<file path="config.mk">
export PLATFORM = sky130hd
export DESIGN_NAME = raster_timing_ctrl
export DESIGN_NICKNAME = d
export VERILOG_FILES = /design/src/rtl/rtc_pkg.sv /design/src/rtl/rtc_cfg_regs.sv /design/src/rtl/rtc_counters.sv /design/src/rtl/rtc_decode.sv /design/src/rtl/raster_timing_ctrl.sv
export SDC_FILE = /design/constraint.sdc
export NUM_CORES = 1
export LEC_CHECK = 0
export BUFFER_PORTS_ARGS = -buffer_cell sky130_fd_sc_hd__buf_2
export CAP_MARGIN = 20
export CORE_MARGIN = 2
export CORE_UTILIZATION = 60
export DETAILED_ROUTE_END_ITERATION = 8
export GPL_TIMING_DRIVEN = 0
export PLACE_DENSITY = 0.78
export SLEW_MARGIN = 10
export SYNTH_ARGS = -nofsm -noshare
export SYNTH_HDL_FRONTEND = slang
export SYNTH_SLANG_ARGS = --single-unit
</file>
<file path="constraint.sdc">
create_clock -name clk -period 6.5 [get_ports clk]
set_input_delay 0.65 -clock clk [delete_from_list [all_inputs] [get_ports clk]]
set_output_delay 0.65 -clock clk [all_outputs]
set_load 0.05 [all_outputs]
</file>
<file path="src/rtl/rtc_pkg.sv">
package rtc_pkg;
  localparam int CW = 13;
  localparam int AW = 4;

  typedef logic [CW-1:0] coord_t;

  typedef enum logic [AW-1:0] {
    A_XFIRST = 4'd0,
    A_XLAST  = 4'd1,
    A_YFIRST = 4'd2,
    A_YLAST  = 4'd3,
    A_IRQLN  = 4'd4,
    A_BLANK  = 4'd5,
    A_LINELEN = 4'd6,
    A_FRAMEHT = 4'd7,
    A_HSW    = 4'd8,
    A_VSW    = 4'd9,
    A_CTRL   = 4'd10
  } reg_addr_e;

  typedef struct packed {
    coord_t x_first;
    coord_t x_last;
    coord_t y_first;
    coord_t y_last;
    coord_t irq_line;
    coord_t blank_start;
    coord_t line_len;
    coord_t frame_ht;
    coord_t hsync_w;
    coord_t vsync_w;
    logic   slave;
    logic   dbl_clk;
  } timing_cfg_t;
endpackage

</file>
<file path="src/rtl/rtc_cfg_regs.sv">
module rtc_cfg_regs
  import rtc_pkg::*;
#(
  parameter timing_cfg_t RESET_CFG = '0
) (
  input  logic           clk,
  input  logic           rst_n,
  input  logic           wr_en,
  input  logic [AW-1:0]  wr_addr,
  input  coord_t         wr_data,
  input  logic           load,
  output timing_cfg_t    cfg
);
  timing_cfg_t shadow_q;
  timing_cfg_t active_q;

  always_ff @(posedge clk or negedge rst_n) begin
    if (!rst_n) begin
      shadow_q <= RESET_CFG;
      active_q <= RESET_CFG;
    end else begin
      // load takes the shadow value from before any same-cycle write
      if (load) active_q <= shadow_q;
      if (wr_en) begin
        case (wr_addr)
          A_XFIRST:  shadow_q.x_first     <= wr_data;
          A_XLAST:   shadow_q.x_last      <= wr_data;
          A_YFIRST:  shadow_q.y_first     <= wr_data;
          A_YLAST:   shadow_q.y_last      <= wr_data;
          A_IRQLN:   shadow_q.irq_line    <= wr_data;
          A_BLANK:   shadow_q.blank_start <= wr_data;
          A_LINELEN: shadow_q.line_len    <= wr_data;
          A_FRAMEHT: shadow_q.frame_ht    <= wr_data;
          A_HSW:     shadow_q.hsync_w     <= wr_data;
          A_VSW:     shadow_q.vsync_w     <= wr_data;
          A_CTRL: begin
            shadow_q.slave   <= wr_data[0];
            shadow_q.dbl_clk <= wr_data[1];
          end
          default: ;
        endcase
      end
    end
  end

  assign cfg = active_q;
endmodule

</file>
<file path="src/rtl/rtc_counters.sv">
module rtc_counters
  import rtc_pkg::*;
(
  input  logic   clk,
  input  logic   rst_n,
  input  logic   tick,
  input  logic   slave,
  input  logic   ext_hs,
  input  logic   ext_vs,
  input  coord_t line_len,
  input  coord_t frame_ht,
  output coord_t pixel,
  output coord_t line,
  output logic   frame_start,
  output logic   fresh
);
  coord_t px_q, ln_q, ln_next;
  logic   hs_prev, vs_prev, hs_edge, vs_edge, px_last, ln_last, fresh_q;

  // edges are judged against the level seen on the previous tick
  assign hs_edge = slave & ext_hs & ~hs_prev;
  assign vs_edge = slave & ext_vs & ~vs_prev;
  assign px_last = (px_q == line_len - 1'b1);
  assign ln_last = (ln_q == frame_ht - 1'b1);
  assign ln_next = ln_last ? '0 : ln_q + 1'b1;
  assign frame_start = tick & (slave ? vs_edge : (px_last & ln_last));

  always_ff @(posedge clk or negedge rst_n) begin
    if (!rst_n) begin
      px_q    <= '0;
      ln_q    <= '0;
      hs_prev <= 1'b0;
      vs_prev <= 1'b0;
      fresh_q <= 1'b1;
    end else begin
      fresh_q <= tick;
      if (tick) begin
        hs_prev <= ext_hs;
        vs_prev <= ext_vs;
        if (vs_edge) begin
          px_q <= '0;
          ln_q <= '0;
        end else if (hs_edge || px_last) begin
          px_q <= '0;
          ln_q <= ln_next;
        end else begin
          px_q <= px_q + 1'b1;
        end
      end
    end
  end

  assign pixel = px_q;
  assign line  = ln_q;
  assign fresh = fresh_q;
endmodule

</file>
<file path="src/rtl/rtc_decode.sv">
module rtc_decode
  import rtc_pkg::*;
(
  input  coord_t pixel,
  input  coord_t line,
  input  logic   fresh,
  input  coord_t x_first,
  input  coord_t x_last,
  input  coord_t y_first,
  input  coord_t y_last,
  input  coord_t irq_line,
  input  coord_t blank_start,
  input  coord_t hsync_w,
  input  coord_t vsync_w,
  output logic   hsync,
  output logic   vsync,
  output logic   hblank,
  output logic   active,
  output logic   irq
);
  logic in_x, in_y;

  always_comb begin
    in_x   = (pixel >= x_first) && (pixel <= x_last);
    in_y   = (line >= y_first) && (line <= y_last);
    active = in_x && in_y;
    hsync  = pixel < hsync_w;
    vsync  = line < vsync_w;
    hblank = pixel >= blank_start;
    // fresh marks the first cycle at a newly reached position
    irq    = fresh && (pixel == '0) && (line == irq_line);
  end
endmodule

</file>
<file path="src/rtl/raster_timing_ctrl.sv">
module raster_timing_ctrl
  import rtc_pkg::*;
#(
  parameter int DEF_LINE_LEN = 32,
  parameter int DEF_FRAME_HT = 12,
  parameter int DEF_X_FIRST  = 4,
  parameter int DEF_X_LAST   = 27,
  parameter int DEF_Y_FIRST  = 2,
  parameter int DEF_Y_LAST   = 10,
  parameter int DEF_BLANK    = 28,
  parameter int DEF_IRQ_LINE = 11,
  parameter int DEF_HSYNC_W  = 3,
  parameter int DEF_VSYNC_W  = 2
) (
  input  logic          clk,
  input  logic          rst_n,
  input  logic          clk_qual,
  input  logic          reg_we,
  input  logic [AW-1:0] reg_addr,
  input  logic [CW-1:0] reg_wdata,
  input  logic          ext_hsync_i,
  input  logic          ext_vsync_i,
  output logic          hsync_o,
  output logic          vsync_o,
  output logic          hblank_o,
  output logic          active_o,
  output logic          line_irq_o,
  output logic [CW-1:0] pixel_o,
  output logic [CW-1:0] line_o
);
  localparam timing_cfg_t RESET_CFG = '{
    x_first:     coord_t'(DEF_X_FIRST),
    x_last:      coord_t'(DEF_X_LAST),
    y_first:     coord_t'(DEF_Y_FIRST),
    y_last:      coord_t'(DEF_Y_LAST),
    irq_line:    coord_t'(DEF_IRQ_LINE),
    blank_start: coord_t'(DEF_BLANK),
    line_len:    coord_t'(DEF_LINE_LEN),
    frame_ht:    coord_t'(DEF_FRAME_HT),
    hsync_w:     coord_t'(DEF_HSYNC_W),
    vsync_w:     coord_t'(DEF_VSYNC_W),
    slave:       1'b0,
    dbl_clk:     1'b0
  };

  timing_cfg_t cfg;
  logic        tick, frame_start, fresh;
  coord_t      pixel, line;

  assign tick = ~cfg.dbl_clk | clk_qual;

  rtc_cfg_regs #(.RESET_CFG(RESET_CFG)) i_regs (
    .clk(clk), .rst_n(rst_n), .wr_en(reg_we), .wr_addr(reg_addr),
    .wr_data(reg_wdata), .load(frame_start), .cfg(cfg)
  );

  rtc_counters i_cnt (
    .clk(clk), .rst_n(rst_n), .tick(tick), .slave(cfg.slave),
    .ext_hs(ext_hsync_i), .ext_vs(ext_vsync_i),
    .line_len(cfg.line_len), .frame_ht(cfg.frame_ht),
    .pixel(pixel), .line(line), .frame_start(frame_start), .fresh(fresh)
  );

  rtc_decode i_dec (
    .pixel(pixel), .line(line), .fresh(fresh),
    .x_first(cfg.x_first), .x_last(cfg.x_last),
    .y_first(cfg.y_first), .y_last(cfg.y_last),
    .irq_line(cfg.irq_line), .blank_start(cfg.blank_start),
    .hsync_w(cfg.hsync_w), .vsync_w(cfg.vsync_w),
    .hsync(hsync_o), .vsync(vsync_o), .hblank(hblank_o),
    .active(active_o), .irq(line_irq_o)
  );

  assign pixel_o = pixel;
  assign line_o  = line;
endmodule

</file>
---- After elaboration in Yosys (flattened, before gate mapping) ----
Index checks and enable logic that the tools add are counted.
storage, ports and cells
  input port bits ......................... 23
  output and inout bits ................... 31
  logic and storage cells ................. 90
  flip-flop bits (word level) ............. 293
cells by class
  equal/unequal tests ..................... 13
  reductions and logical operators ........ 21
  add/subtract/negate cells ............... 4
  $lt $le $gt $ge ......................... 7
  muxes and demuxes ....................... 6
  bitwise logic cells ..................... 10
operators by type and width
  operator               count
  $mux 13                5
  $eq 13x13->1           3
  $ge 13x13->1           3
  $add 13x1->13 const B  2
  $le 13x13->1           2
  $lt 13x13->1           2
  $sub 13x1->13 const B  2
  $reduce_and 2->1       12
  $eq 4x3->1 const B     4
  $logic_not 13->1       1
  $eq 4x4->1 const B     3
  $eq 4x2->1 const B     2
  $and 1x1->1            6
  $logic_and 1x1->1      5
  $eq 4x1->1 const B     1
  $logic_not 4->1        1
  $not 1->1              3
  $reduce_bool 2->1      1
  $logic_or 1x1->1       1
  $mux 1                 1
  $or 1x1->1             1

---- Logic depth before layout (Yosys ltp) ----
  depth after elaboration ................. 5
  gate-level depth with buffers ........... 13
  mapped depth without buffers ............ 10

---- Hierarchy ----
Synthesis repeated with hierarchy kept, for this count alone.
second synthesis, totals
  cells, all modules ...................... 1,179
  area total of the unflattened synthesis .. 14,879.3 µm²
modules (own cells, without submodules)
  module              times used  seq. area each (µm²)  area an instance (µm²)  cells each
  rtc_cfg_regs        1           6,656.4               9,975.8                 587
  rtc_counters        1           726.9                 2,541.2                 272
  rtc_decode          1           0.0                   2,356.0                 319
  raster_timing_ctrl  1           0.0                   6.3                     1

---- Least setup slack after synthesis ----
No wires, ideal clock.
  kind .................................... flip-flop to output port
  from .................................... register i_cnt.px_q[7], in the netlist i_cnt.pixel[7]
  to ...................................... output port active_o
  setup slack ............................. 2.192 ns
  required time ........................... 5.850 ns
  buffers on the path ..................... 0
  stages on the path, launching flop included .. 8
  arrival time ............................ 3.658 ns
  cell sequence ........................... dfrtp_1 > ha_1 > and4_1 > a2111oi_0 > o211ai_1 > a311oi_1 > nor2_1 > nor4_1
on the way
  longest elaborated chain between the ends .. 3
  elaborated cells between the ends (all ways) .. 4
  those cells by class .................... order compare: 2; reduce/logical: 2
RTL lines
  element                                              RTL line                  text
  from (decl)                                          rtc_counters.sv:17        coord_t px_q, ln_q, ln_next;
  from (signal assigned)                               rtc_counters.sv:47        px_q <= px_q + 1'b1;
  $ge 13x13->1 / $le 13x13->1 (equally long branches)  rtc_decode.sv:24          in_x = (pixel >= x_first) && (pixel <= x_last);
  $logic_and 1x1->1 *                                  rtc_decode.sv:24
  $logic_and 1x1->1 *                                  rtc_decode.sv:26          active = in_x && in_y;
  to (decl)                                            raster_timing_ctrl.sv:26  output logic active_o,
Every way passes the cells marked *; elsewhere a longest branch is shown, timed or not.

---- Final worst setup path ----
Same ends and word-level chain as after synthesis.

==> impl_metrics.json <==
{
  "synthAdderAreaFrac_pct": 7.99,
  "r2r_end": "i_cnt.pixel[9]",
  "synth-compound-area-share_pct": 5.92,
  "crit_fanout": 11,
  "max_stage_delay_ns": 0.76,
  "numClockSinks": 293,
  "rr_worst_depth": 11,
  "pin_count": 54,
  "fmax_mhz": 241,
  "fin_skew_ns": 0.0135,
  "synth_cells": 1208,
  "grt-ovfl-total": 0,
  "reg2reg_slack_ns": 2.81,
  "routed_wl_mm": 33.9,
  "ir_drop_mv": 0.230,
  "slew_headroom_pct": 23.6,
  "rows": 57,
  "postCtsResizedCells": 0,
  "n_antenna_cell": 0,
  "postLayoutCoreUtil_pct": 67.9,
  "finalWorstSetupSlack_ns": 2.34,
  "synth-edff-count": 0,
  "crit_required_ns": 5.85,
  "rsz0062_at_grt": "no",
  "track_usage_pct": 26.8,
  "run_status": "complete, no violations",
  "dr.pass1.iters": 4,
  "port_buffers": 42,
  "place_area_um2": 15500,
  "final_layout_size_suffix_gt1_share_pct": 25.6,
  "synth-simple-area-share_pct": 7.72,
  "synth-seq-cells": 293,
  "synth_top_family_by_area": "multiplexers",
  "worstSetupPathType": "reg2out",
  "place.gp.congestion": 0.867,
  "total_leakage_power_nw": 7.58,
  "slowest_stage": "dfrtp_1",
  "period_share_pct": 63.9,
  "drv_slew": 0,
  "cts_tree": "yes",
  "cts_inserted_buffers": 31,
  "h-tree-depth": 1,
  "synth_xor_area_share_pct": 3.13,
  "critPathArrivalTime_ns": 3.51,
  "syn_nets": 1325,
  "die_h_um": 161,
  "synth_cell_types": 72,
  "dp_hpwl_mm": 22.7,
  "tightest_slew_ns": 1.15,
  "drcViolationCount": 0,
  "die_w_um": 161,
  "hold_class": "in2async",
  "syn-cell-area_um2": 14800,
  "antenna_found_initial": 1,
  "rr_startpoint": "i_regs.cfg[41]",
  "p_total_mw": 4.10,
  "postCtsSetupRepairBufs": 0,
  "path_cells": "ha_1, and4_1, a2111oi_0, o211ai_1, a311oi_1, nor2_1, nor4_1, buf_2",
  "grt_pass1_vias": 9746,
  "avgSynthCellArea_um2": 12.3,
  "vias_per_cell": 5.91,
  "critPathLaunchType": "flop",
  "root_buffer": "clkbuf_16",
  "synth-seq-area-share_pct": 49.8,
  "drtAntennaViolNets": 0,
  "insertion_delay_ns": 0.56,
  "initial_core_util_pct": 61.0,
  "postCtsHoldBufs": 0,
  "core_um2": 24300,
  "path_clk_slew_ns": 0.06,
  "async_flop_share_pct": 100,
  "muxShareOfSynthArea_pct": 20.5,
  "route.vias.total": 9649,
  "setup-violations-final": 0,
  "grt_pass1_wl_mm": 53.4,
  "fin_area_um2": 16500,
  "syn_to_final_growth_pct": 11.3,
  "min_period_ns": 4.16,
  "dp_worst_setup_slack_ns": 2.82,
  "fin_nets": 1403,
  "crit_path_end_kind": "output port",
  "die_area_um2": 26000,
  "cap_violations": 0,
  "setup_tns_ns": 0,
  "fillers": 1779,
  "final_hold_viol_count": 0,
  "p_per_area_nw_per_um2": 248,
  "wl_per_cell_um": 20.8,
  "ys.flop_type": "dfrtp_1",
  "yosysWarnings": 0,
  "drtIter0Drc": 595,
  "cts_buffer_depth": 3,
  "grt_max_degree": 110
}
cell type report:
| cell class | count | area, µm² | area share, % |
|---|---|---|---|
| clock buffers | 46 | 892 | 5.40 |
| well taps | 324 | 405 | 2.46 |
| inverters | 104 | 390 | 2.36 |
| multi-input cells | 755 | 6710 | 40.7 |
| repair buffers | 45 | 290 | 1.76 |
| clock inverters | 11 | 85.1 | 0.515 |
| plain buffers | 56 | 349 | 2.11 |
| flip-flops and latches | 293 | 7380 | 44.7 |
Yosys cell counts (all sizes together), types with 9 or more instances:
| cell type | count | area (µm²) |
|---|---|---|
| nor3 | 9 | 45.0 |
| a21oi | 21 | 109 |
| nor2b | 15 | 93.8 |
| xor2 | 20 | 175 |
| xnor2 | 33 | 289 |
| nor4 | 9 | 62.6 |
| nand4 | 18 | 113 |
| and3 | 10 | 62.6 |
| inv | 103 | 387 |
| nand3 | 25 | 130 |
| dfstp | 41 | 1080 |
| o21ai | 26 | 130 |
| o31a | 10 | 87.6 |
| mux2 | 262 | 2950 |
| clkbuf | 20 | 75.1 |
| dfrtp | 252 | 6310 |
| buf | 36 | 274 |
| nand2b | 18 | 113 |
| nand2 | 35 | 131 |
| nor2 | 48 | 188 |
| mux2i | 9 | 90.1 |
| a21o | 16 | 120 |
| ha | 94 | 1180 |
through the flow:
step / hold WS, ns / std cells
6_report: 0.104 / 1634
5_1_grt: 0.165 / 1634
4_1_cts: 0.125 / 1633
3_5_place_dp: 0.457 / 1576
3_3_place_gp: 0.450 / 1574
2_1_floorplan: 0.354 / 1208
cell families after synthesis:
logic type | after synthesis
buffers and inverters | 160
DFF | 293
muxes | 271
xor gates and xnor gates | 53
and+or+nand+nor | 213
AOI/OAI and AO/OA | 123
adders and majority gates | 95
power by group:
group / internal (mW) / switching (mW) / total, mW / leakage [nW]
logic: 0.153 / 0.121 / 0.274 / 3.38
clock network: 0.983 / 0.717 / 1.70 / 0.481
registers: 2.04 / 0.0917 / 2.13 / 3.72
sequential cells by signal (all words and copies together) (netlist names):
signal / count
i_cnt.pixel: 13
i_cnt.hs_prev: 1
i_regs.shadow_q: 132
i_cnt.line: 13
i_cnt.fresh: 1
i_regs.cfg: 132
i_cnt.vs_prev: 1
worst max path at each step:
| stage | start | end | slack [ns] |
|---|---|---|---|
| floorplan | i_cnt.pixel[7] | active_o | 2.19 |
| global placement | rst_n | i_cnt.line[4] | -0.41 |
| detailed placement | i_regs.cfg[41] | i_cnt.pixel[8] | 2.82 |
| CTS | i_cnt.pixel[7] | active_o | 2.37 |
| global route | i_cnt.pixel[7] | active_o | 2.04 |
| finish | i_cnt.pixel[7] | active_o | 2.34 |
layout by cell type (no fill, tap or decap), drive strengths merged, types with 10 or more instances in the layout:
cell type / netlist / layout
dfrtp: 252 / 252
o21ai: 26 / 26
nand2: 35 / 35
nor2b: 15 / 15
o31a: 10 / 10
xor2: 20 / 20
nand2b: 18 / 18
inv: 103 / 103
a21o: 16 / 16
and3: 10 / 10
a21oi: 21 / 21
nor2: 48 / 48
clkbuf: 20 / 66
buf: 36 / 81
ha: 94 / 94
mux2: 262 / 262
nand3: 25 / 25
dfstp: 41 / 41
xnor2: 33 / 33
nand4: 18 / 18
per-layer routing:
layer | global-route usage [%] | wire, µm
met5 | 0 | 0
met4 | 8.00 | 916
met3 | 4.03 | 1680
met2 | 45.1 | 16400
met1 | 36.5 | 14900
critical path, delay by kind of cell (launching register included):
kind                       cells  cell delay, ns
AOI/OAI and AO/OA              3            0.86
adders and majority gates      1            0.35
buffers and inverters          1            0.34
DFF                            1            0.76
and+or+nand+nor                3            0.63
Power figures use the tool's default switching activity.
